### src/rtl/standby_pkg.sv
package standby_pkg;

   typedef enum logic [2:0] {
      ST_RUN       = 3'd0,
      ST_FLUSH     = 3'd1,
      ST_STANDBY   = 3'd2,
      ST_QUALIFY   = 3'd3,
      ST_WAKE_WAIT = 3'd4
   } stby_state_t;

   function automatic int unsigned max3(input int unsigned a, input int unsigned b,
                                        input int unsigned c);
      int unsigned m;
      m = (a > b) ? a : b;
      return (m > c) ? m : c;
   endfunction

endpackage

### src/rtl/standby_fall_detect.sv
module standby_fall_detect (
   input  logic clk,
   input  logic rst_n,
   input  logic line_n,
   output logic fall
);
   logic line_q;

   always_ff @(posedge clk or negedge rst_n) begin
      if (!rst_n) line_q <= 1'b1;
      else        line_q <= line_n;
   end

   assign fall = line_q & ~line_n;
endmodule

### src/rtl/standby_counter.sv
module standby_counter #(
   parameter int unsigned W = 11
) (
   input  logic         clk,
   input  logic         rst_n,
   input  logic         ld,
   input  logic [W-1:0] ld_val,
   input  logic         inc,
   output logic [W-1:0] count
);
   if (W < 2) begin : g_bad_w
      $error("standby_counter: W must be at least 2");
   end

   always_ff @(posedge clk or negedge rst_n) begin
      if (!rst_n)   count <= '0;
      else if (ld)  count <= ld_val;
      else if (inc) count <= count + 1'b1;
   end
endmodule

### src/rtl/standby_window_sel.sv
module standby_window_sel #(
   parameter int unsigned CNT_W        = 11,
   parameter int unsigned QSEL_W       = 6,
   parameter int unsigned QUAL_OFFSET  = 2,
   parameter int unsigned RAW_WIDTH    = 12,
   parameter int unsigned ACTIVE_LAT   = 12,
   parameter int unsigned SLEEP_LAT    = 1125,
   parameter bit          QUAL_SUPPORT = 1'b1
) (
   input  logic [QSEL_W-1:0] qual_sel,
   input  logic              qual_en,
   input  logic              mem_sleep,
   output logic [CNT_W-1:0]  need,
   output logic [CNT_W-1:0]  lat
);
   localparam logic [CNT_W-1:0] RAW_V    = CNT_W'(RAW_WIDTH);
   localparam logic [CNT_W-1:0] OFFS_V   = CNT_W'(QUAL_OFFSET);
   localparam logic [CNT_W-1:0] ACTIVE_V = CNT_W'(ACTIVE_LAT);
   localparam logic [CNT_W-1:0] SLEEP_V  = CNT_W'(SLEEP_LAT);

   if (QUAL_SUPPORT) begin : g_prog_qual
      always_comb begin
         if (qual_en) need = OFFS_V + CNT_W'(qual_sel);
         else         need = RAW_V;
      end
   end else begin : g_fixed_qual
      logic unused_qual;
      assign unused_qual = qual_en ^ (^qual_sel);
      assign need = RAW_V;
   end

   assign lat = mem_sleep ? SLEEP_V : ACTIVE_V;
endmodule

### src/rtl/standby_ctrl.sv
module standby_ctrl #(
   parameter int unsigned FLUSH_CYCLES = 32,
   parameter int unsigned QSEL_W       = 6,
   parameter int unsigned QUAL_OFFSET  = 2,
   parameter int unsigned RAW_WIDTH    = 12,
   parameter int unsigned ACTIVE_LAT   = 12,
   parameter int unsigned SLEEP_LAT    = 1125,
   parameter bit          QUAL_SUPPORT = 1'b1
) (
   input  logic              clk,
   input  logic              rst_n,
   input  logic              idle_req,
   input  logic              wake_n,
   input  logic [QSEL_W-1:0] qual_sel,
   input  logic              qual_en,
   input  logic              mem_sleep,
   output logic              clk_en,
   output logic              in_standby,
   output logic              resume
);
   import standby_pkg::*;

   localparam int unsigned QUAL_MAX = QUAL_OFFSET + (2 ** QSEL_W) - 1;
   localparam int unsigned MAXV     = max3(max3(FLUSH_CYCLES, QUAL_MAX, RAW_WIDTH),
                                           ACTIVE_LAT, SLEEP_LAT);
   localparam int unsigned CNT_W    = $clog2(MAXV + 1);
   localparam logic [CNT_W-1:0] FLUSH_LAST = CNT_W'(FLUSH_CYCLES - 1);
   localparam logic [CNT_W-1:0] ONE_V      = CNT_W'(1);

   if (FLUSH_CYCLES < 1) begin : g_bad_flush
      $error("standby_ctrl: FLUSH_CYCLES must be at least 1");
   end
   if (QUAL_OFFSET < 2) begin : g_bad_offset
      $error("standby_ctrl: QUAL_OFFSET must be at least 2");
   end
   if (RAW_WIDTH < 2) begin : g_bad_raw
      $error("standby_ctrl: RAW_WIDTH must be at least 2");
   end
   if (ACTIVE_LAT < 1 || SLEEP_LAT < 1) begin : g_bad_lat
      $error("standby_ctrl: latencies must be at least 1");
   end

   stby_state_t state, state_nx;
   logic [CNT_W-1:0] cnt, ld_val;
   logic [CNT_W-1:0] need_w, lat_w, need_q, lat_q;
   logic ld, inc, need_ld, lat_ld, resume_d, fall;

   standby_fall_detect u_fall (
      .clk   (clk),
      .rst_n (rst_n),
      .line_n(wake_n),
      .fall  (fall)
   );

   standby_window_sel #(
      .CNT_W       (CNT_W),
      .QSEL_W      (QSEL_W),
      .QUAL_OFFSET (QUAL_OFFSET),
      .RAW_WIDTH   (RAW_WIDTH),
      .ACTIVE_LAT  (ACTIVE_LAT),
      .SLEEP_LAT   (SLEEP_LAT),
      .QUAL_SUPPORT(QUAL_SUPPORT)
   ) u_sel (
      .qual_sel (qual_sel),
      .qual_en  (qual_en),
      .mem_sleep(mem_sleep),
      .need     (need_w),
      .lat      (lat_w)
   );

   standby_counter #(.W(CNT_W)) u_cnt (
      .clk   (clk),
      .rst_n (rst_n),
      .ld    (ld),
      .ld_val(ld_val),
      .inc   (inc),
      .count (cnt)
   );

   always_comb begin
      state_nx = state;
      ld       = 1'b0;
      ld_val   = '0;
      inc      = 1'b0;
      need_ld  = 1'b0;
      lat_ld   = 1'b0;
      resume_d = 1'b0;
      unique case (state)
         ST_RUN: begin
            if (idle_req) begin
               state_nx = ST_FLUSH;
               ld       = 1'b1;
            end
         end
         ST_FLUSH: begin
            if (cnt == FLUSH_LAST) state_nx = ST_STANDBY;
            else                   inc      = 1'b1;
         end
         ST_STANDBY: begin
            if (fall) begin
               state_nx = ST_QUALIFY;
               ld       = 1'b1;
               ld_val   = ONE_V;
               need_ld  = 1'b1;
            end
         end
         ST_QUALIFY: begin
            if (wake_n) begin
               state_nx = ST_STANDBY;
            end else if (cnt == need_q - ONE_V) begin
               state_nx = ST_WAKE_WAIT;
               ld       = 1'b1;
               lat_ld   = 1'b1;
            end else begin
               inc = 1'b1;
            end
         end
         ST_WAKE_WAIT: begin
            if (cnt == lat_q - ONE_V) begin
               state_nx = ST_RUN;
               resume_d = 1'b1;
            end else begin
               inc = 1'b1;
            end
         end
         default: state_nx = ST_RUN;
      endcase
   end

   always_ff @(posedge clk or negedge rst_n) begin
      if (!rst_n) begin
         state  <= ST_RUN;
         need_q <= ONE_V + ONE_V;
         lat_q  <= ONE_V;
         resume <= 1'b0;
      end else begin
         state  <= state_nx;
         resume <= resume_d;
         if (need_ld) need_q <= need_w;
         if (lat_ld)  lat_q  <= lat_w;
      end
   end

   assign in_standby = (state == ST_STANDBY) || (state == ST_QUALIFY) ||
                       (state == ST_WAKE_WAIT);
   assign clk_en     = ~in_standby;

   // the drain window ends on its last count and the clock is then gated
   assert_flush_exit_R2: assert property (@(posedge clk) disable iff (!rst_n)
      (state == ST_FLUSH && cnt == FLUSH_LAST) |=> (in_standby && !clk_en));

   // the drain counter never runs past its window
   assert_flush_bound_R2: assert property (@(posedge clk) disable iff (!rst_n)
      (state == ST_FLUSH) |-> (cnt < CNT_W'(FLUSH_CYCLES)));

   // standby is left only after a falling edge on the wake line
   assert_edge_only_R3: assert property (@(posedge clk) disable iff (!rst_n)
      (state == ST_STANDBY && !fall) |=> (state == ST_STANDBY));

   // an early release returns to standby
   assert_qual_abort_R5: assert property (@(posedge clk) disable iff (!rst_n)
      (state == ST_QUALIFY && wake_n) |=> (state == ST_STANDBY));

   // resume coincides with clock restoration and lasts one cycle
   assert_resume_clk_R7: assert property (@(posedge clk) disable iff (!rst_n)
      resume |-> (clk_en && $past(in_standby)));
   assert_resume_pulse_R7: assert property (@(posedge clk) disable iff (!rst_n)
      resume |=> !resume);

   // idle requests cannot pull the block out of the drain window early
   assert_idle_ignored_R8: assert property (@(posedge clk) disable iff (!rst_n)
      (state == ST_FLUSH && cnt != FLUSH_LAST) |=> (state == ST_FLUSH));
endmodule

### config.mk
export PLATFORM = sky130hd
export DESIGN_NAME = standby_ctrl
export DESIGN_NICKNAME = d
export VERILOG_FILES = /design/src/rtl/standby_pkg.sv /design/src/rtl/standby_fall_detect.sv /design/src/rtl/standby_counter.sv /design/src/rtl/standby_window_sel.sv /design/src/rtl/standby_ctrl.sv
export SDC_FILE = /design/constraint.sdc
export NUM_CORES = 1
export LEC_CHECK = 0
export ABC_AREA = 0
export BUFFER_PORTS_ARGS = -buffer_cell sky130_fd_sc_hd__buf_2
export CORE_ASPECT_RATIO = 0.75
export CORE_MARGIN = 3
export CORE_UTILIZATION = 51
export CTS_CLUSTER_DIAMETER = 80
export DETAILED_ROUTE_END_ITERATION = 16
export GPL_TIMING_DRIVEN = 0
export PLACE_DENSITY_LB_ADDON = 0.15
export SYNTH_ARGS = -nofsm -noshare
export SYNTH_HDL_FRONTEND = slang
export SYNTH_SLANG_ARGS = --single-unit
### constraint.sdc
create_clock -name clk -period 2.8 [get_ports clk]
set_input_delay 0.56 -clock clk [delete_from_list [all_inputs] [get_ports clk]]
set_output_delay 0.56 -clock clk [all_outputs]
set_load 0.01 [all_outputs]
==> impl_results.md <==
* Slew HR at 0.593
* Die Area at about 4800 um2
* Critical Path RT at ~3000 ps
* Final Util at 0.599
* Kind of critical path: reg -> reg
* Hold_buf cts at 0
* Critical Path AT at 2800 ps
* Die W at 78.9 um
* Total CTS buffers at 3
* Final setup vio count at 0
* Clock-pin slew on the worst setup and hold paths at 100 ps
* Setup TNS at 0 ps
* WL/cell at 16.0 um
* Die Y at 60.7 um
* CTS tree: built
* Hold crit path type: in -> async
* Routed Antenna Nets at 0
* Post-synth ARST share at 1.00
* Maximum number of pins on one net before global-route repair at 28
* Layout fillers at between 300 and 400
* Fin nets at 254
* Final Hold Fails at 0
* GRT Overall Usage at 0.204
* Crit-path max FO at 10
* Top cells by area, synth: dfrtp_1 (30%), mux2i_1 (4.9%), nand2_1 (4.4%)
* Min Tclk post-route at roughly 2600 ps
* RePlAce Congestion at 0.835
* Mapped Avg Cell Area at 9.38 um2
* RSZ-0062 raised after global routing: no
* Diode count at 0
* Combinational share of power at 0.515
* Initial Util at 0.542
* Via count at between 1500 and 2000
* Mapped Area at 2030 um2
* Top cells by count, synth: dfrtp_1 (24), nand2_1 (24), nor2_1 (11)
* Crit. End Element: flip-flop
* Multi-input logic area at 1270 um2
* Max H-tree Level at 1
* Cell accounting for the most synthesized area: dfrtp_1
* Synth warnings at 0
* Top-area cell type share of the netlist area at 0.295
* Clock Path Buffers at 2
* Detail Placement HPWL at 3480 um
* Status: complete, no violations
* Clock skew at 1.44 ps
* Layout cells sized above 1 at 0.225
* IO buf count at 14
* Synth Instances at about 220
* Gr ovfl total at 0
* # IOs at 15
* Leakage power at ~1.1 nW
* Antenna violations before repair at 0
* Sw Share at 0.439
* Reg area at between 600 and 700 um2
* Max cap viols at 0
* Vias per inst at 5.82
* P&R area growth vs syn at 10.5%
* Main synth FF type: dfrtp_1
* Fin cells at 288
* Sequential Power Share at 0.353
* PD cells at 774 nW/um2
* Clock sinks at 27
* Vias in the first global route at 1490
* Core area at about 3800 um2
* DRT Wirelength at between 4000 and 5000 um
* # DRC at 0
* Tcrit/Tclk final at 0.926
* EDFF count, synth at 0
* Worst vdd ir at 0.477 mV
* DR pass1 iterations at 4
* Sequential share of the synthesized area at 0.334
* Worst slew pin tran at 611 ps
* Initial DRC Count at 218
* Crit-path cells: inv_1 -> ha_2 -> nor2b_1 -> or3_1 -> a32oi_4 -> a31oi_4 -> buf_6 -> o31ai_2 -> mux2i_1
* First-pass GRT wire length at between 7000 and 8000 um
* Slew Viols, Final at 0
* Slowest-stage cell, CP: dfstp_2
* CP Launch Type: flip-flop
* Number of synthesized register bits at 27
* Worst-Skew Late Latency at approximately 280 ps
* P_int at 976 uW
* DP Cell Count at between 200 and 300
* Clock Tree Root: clkbuf_8
* Slowest stage delay, CP at ~580 ps
* Mapped Nets at 234
* Max Fclk at 0.386 GHz
* NetSw at 764 uW
* Yosys cell types at 58
* Num rows at 19
* Clock power frac at 0.132
-- layout by cell type, fill, tap and decap left out, types with 2 or more instances in the layout --
cell      count
nand3_1       9
nand4b_1      2
and3_1        4
o31ai_1       3
clkbuf_1      2
o311ai_1      3
nor3_2        2
mux2_2        2
a21oi_1       4
nand4_1       3
a211o_1       2
nor3_1        6
xor2_1        8
a21o_1        3
ha_1          4
buf_2        20
dfrtp_1      24
xnor2_1       6
nand2b_1      7
nor2b_1       5
mux2i_1      10
clkbuf_8      3
o21ai_0       9
nand2_1      24
o31ai_2       6
dfstp_2       3
buf_6         2
buf_4         3
nor2_1       11
nand3b_1      3
inv_1         9
and4_1        2
or3_1         4
-- cell families (layout without fill, tap and decap cells) --
family	Yosys count	after routing	share of synthesized area
adder cells (fa/ha/maj)	5	5	0.0308
AO/OA/AOI/OAI	44	44	0.190
buffers and inverters	21	40	0.0535
XOR/XNOR	15	15	0.0720
multiplexers	12	12	0.0603
flip-flops	27	27	0.334
AND/OR/NAND/NOR	93	93	0.260
-- per-layer routing --
metal  up-vias  global-route usage  share of wire
met5         -                   0              0
met4         0              0.0221         0.0026
met3         2              0.0371          0.070
met2        48               0.310           0.43
met1       790               0.315           0.50
li1        836                   -              -
-- flip-flops by register name, indices dropped and copies added (netlist names) --
name           flops
u_fall.line_q      1
need_q             7
state              3
resume             1
lat_q              4
u_cnt.count       11
-- metrics by stage --
stage | total power, mW | instance area, um2 | hold slack, ps | worst slack, ps
after global placement | 1.43 | 2170 | 474 | 140
after global routing | 1.87 | 2250 | 314 | 46.1
after detailed placement | 1.45 | 2170 | 490 | 67.9
after floorplan | 1.26 | 2030 | 264 | 370
final | 1.74 | 2250 | 280 | 207
after CTS | 1.69 | 2220 | 305 | 47.9
-- final timing paths --
check / start / endpoint / slack, ps / cells after the start
setup / recovery: need_q[1]$_DFFE_PN1P_ / u_cnt.count[2]$_DFFE_PN0P_ / 210 / 9
hold / removal: rst_n / u_cnt.count[9]$_DFFE_PN0P_ / 280 / 1
setup reg to reg: need_q[1]$_DFFE_PN1P_ / u_cnt.count[2]$_DFFE_PN0P_ / 210 / 9
hold reg to reg: lat_q[2]$_DFFE_PN0P_ / lat_q[2]$_DFFE_PN0P_ / 510 / 2
max in group asynchronous: rst_n / lat_q[2]$_DFFE_PN0P_ / 2120 / 1
min in group clk: wake_n / u_fall.line_q$_DFF_PN1_ / 380 / 1
-- worst max-delay path: cells and delay by family (launching register included) --
kind | cells | cell delay, ps
adders and majority gates | 1 | 220
and+or+nand+nor | 2 | 490
AOI/OAI and AO/OA | 3 | 750
muxes | 1 | 220
buffers and inverters | 2 | 260
DFF | 1 | 580
-- repair_timing --
action                     CTS  global route
buffers inserted             0             1
setup endpoints to repair    0             9
resized for setup            0             3
-- cell type report --
cell class	instances	area share
Sequential cell	27	0.302
Multi-Input combinational cell	169	0.564
Clock buffer	3	0.0184
Buffer	12	0.0334
Clock inverter	1	0.00334
Timing Repair Buffer	15	0.0345
Tap cell	52	0.0289
Inverter	9	0.0150
-- power groups by stage --
stage,logic (mW),clock network [mW],registers (mW)
finish,0.896,0.230,0.614
detailed placement,0.839,0,0.616
CTS,0.842,0.238,0.608
global route,0.987,0.250,0.631
floorplan,0.675,0,0.580
global placement,0.820,0,0.612
Power figures use the tool's default switching activity.
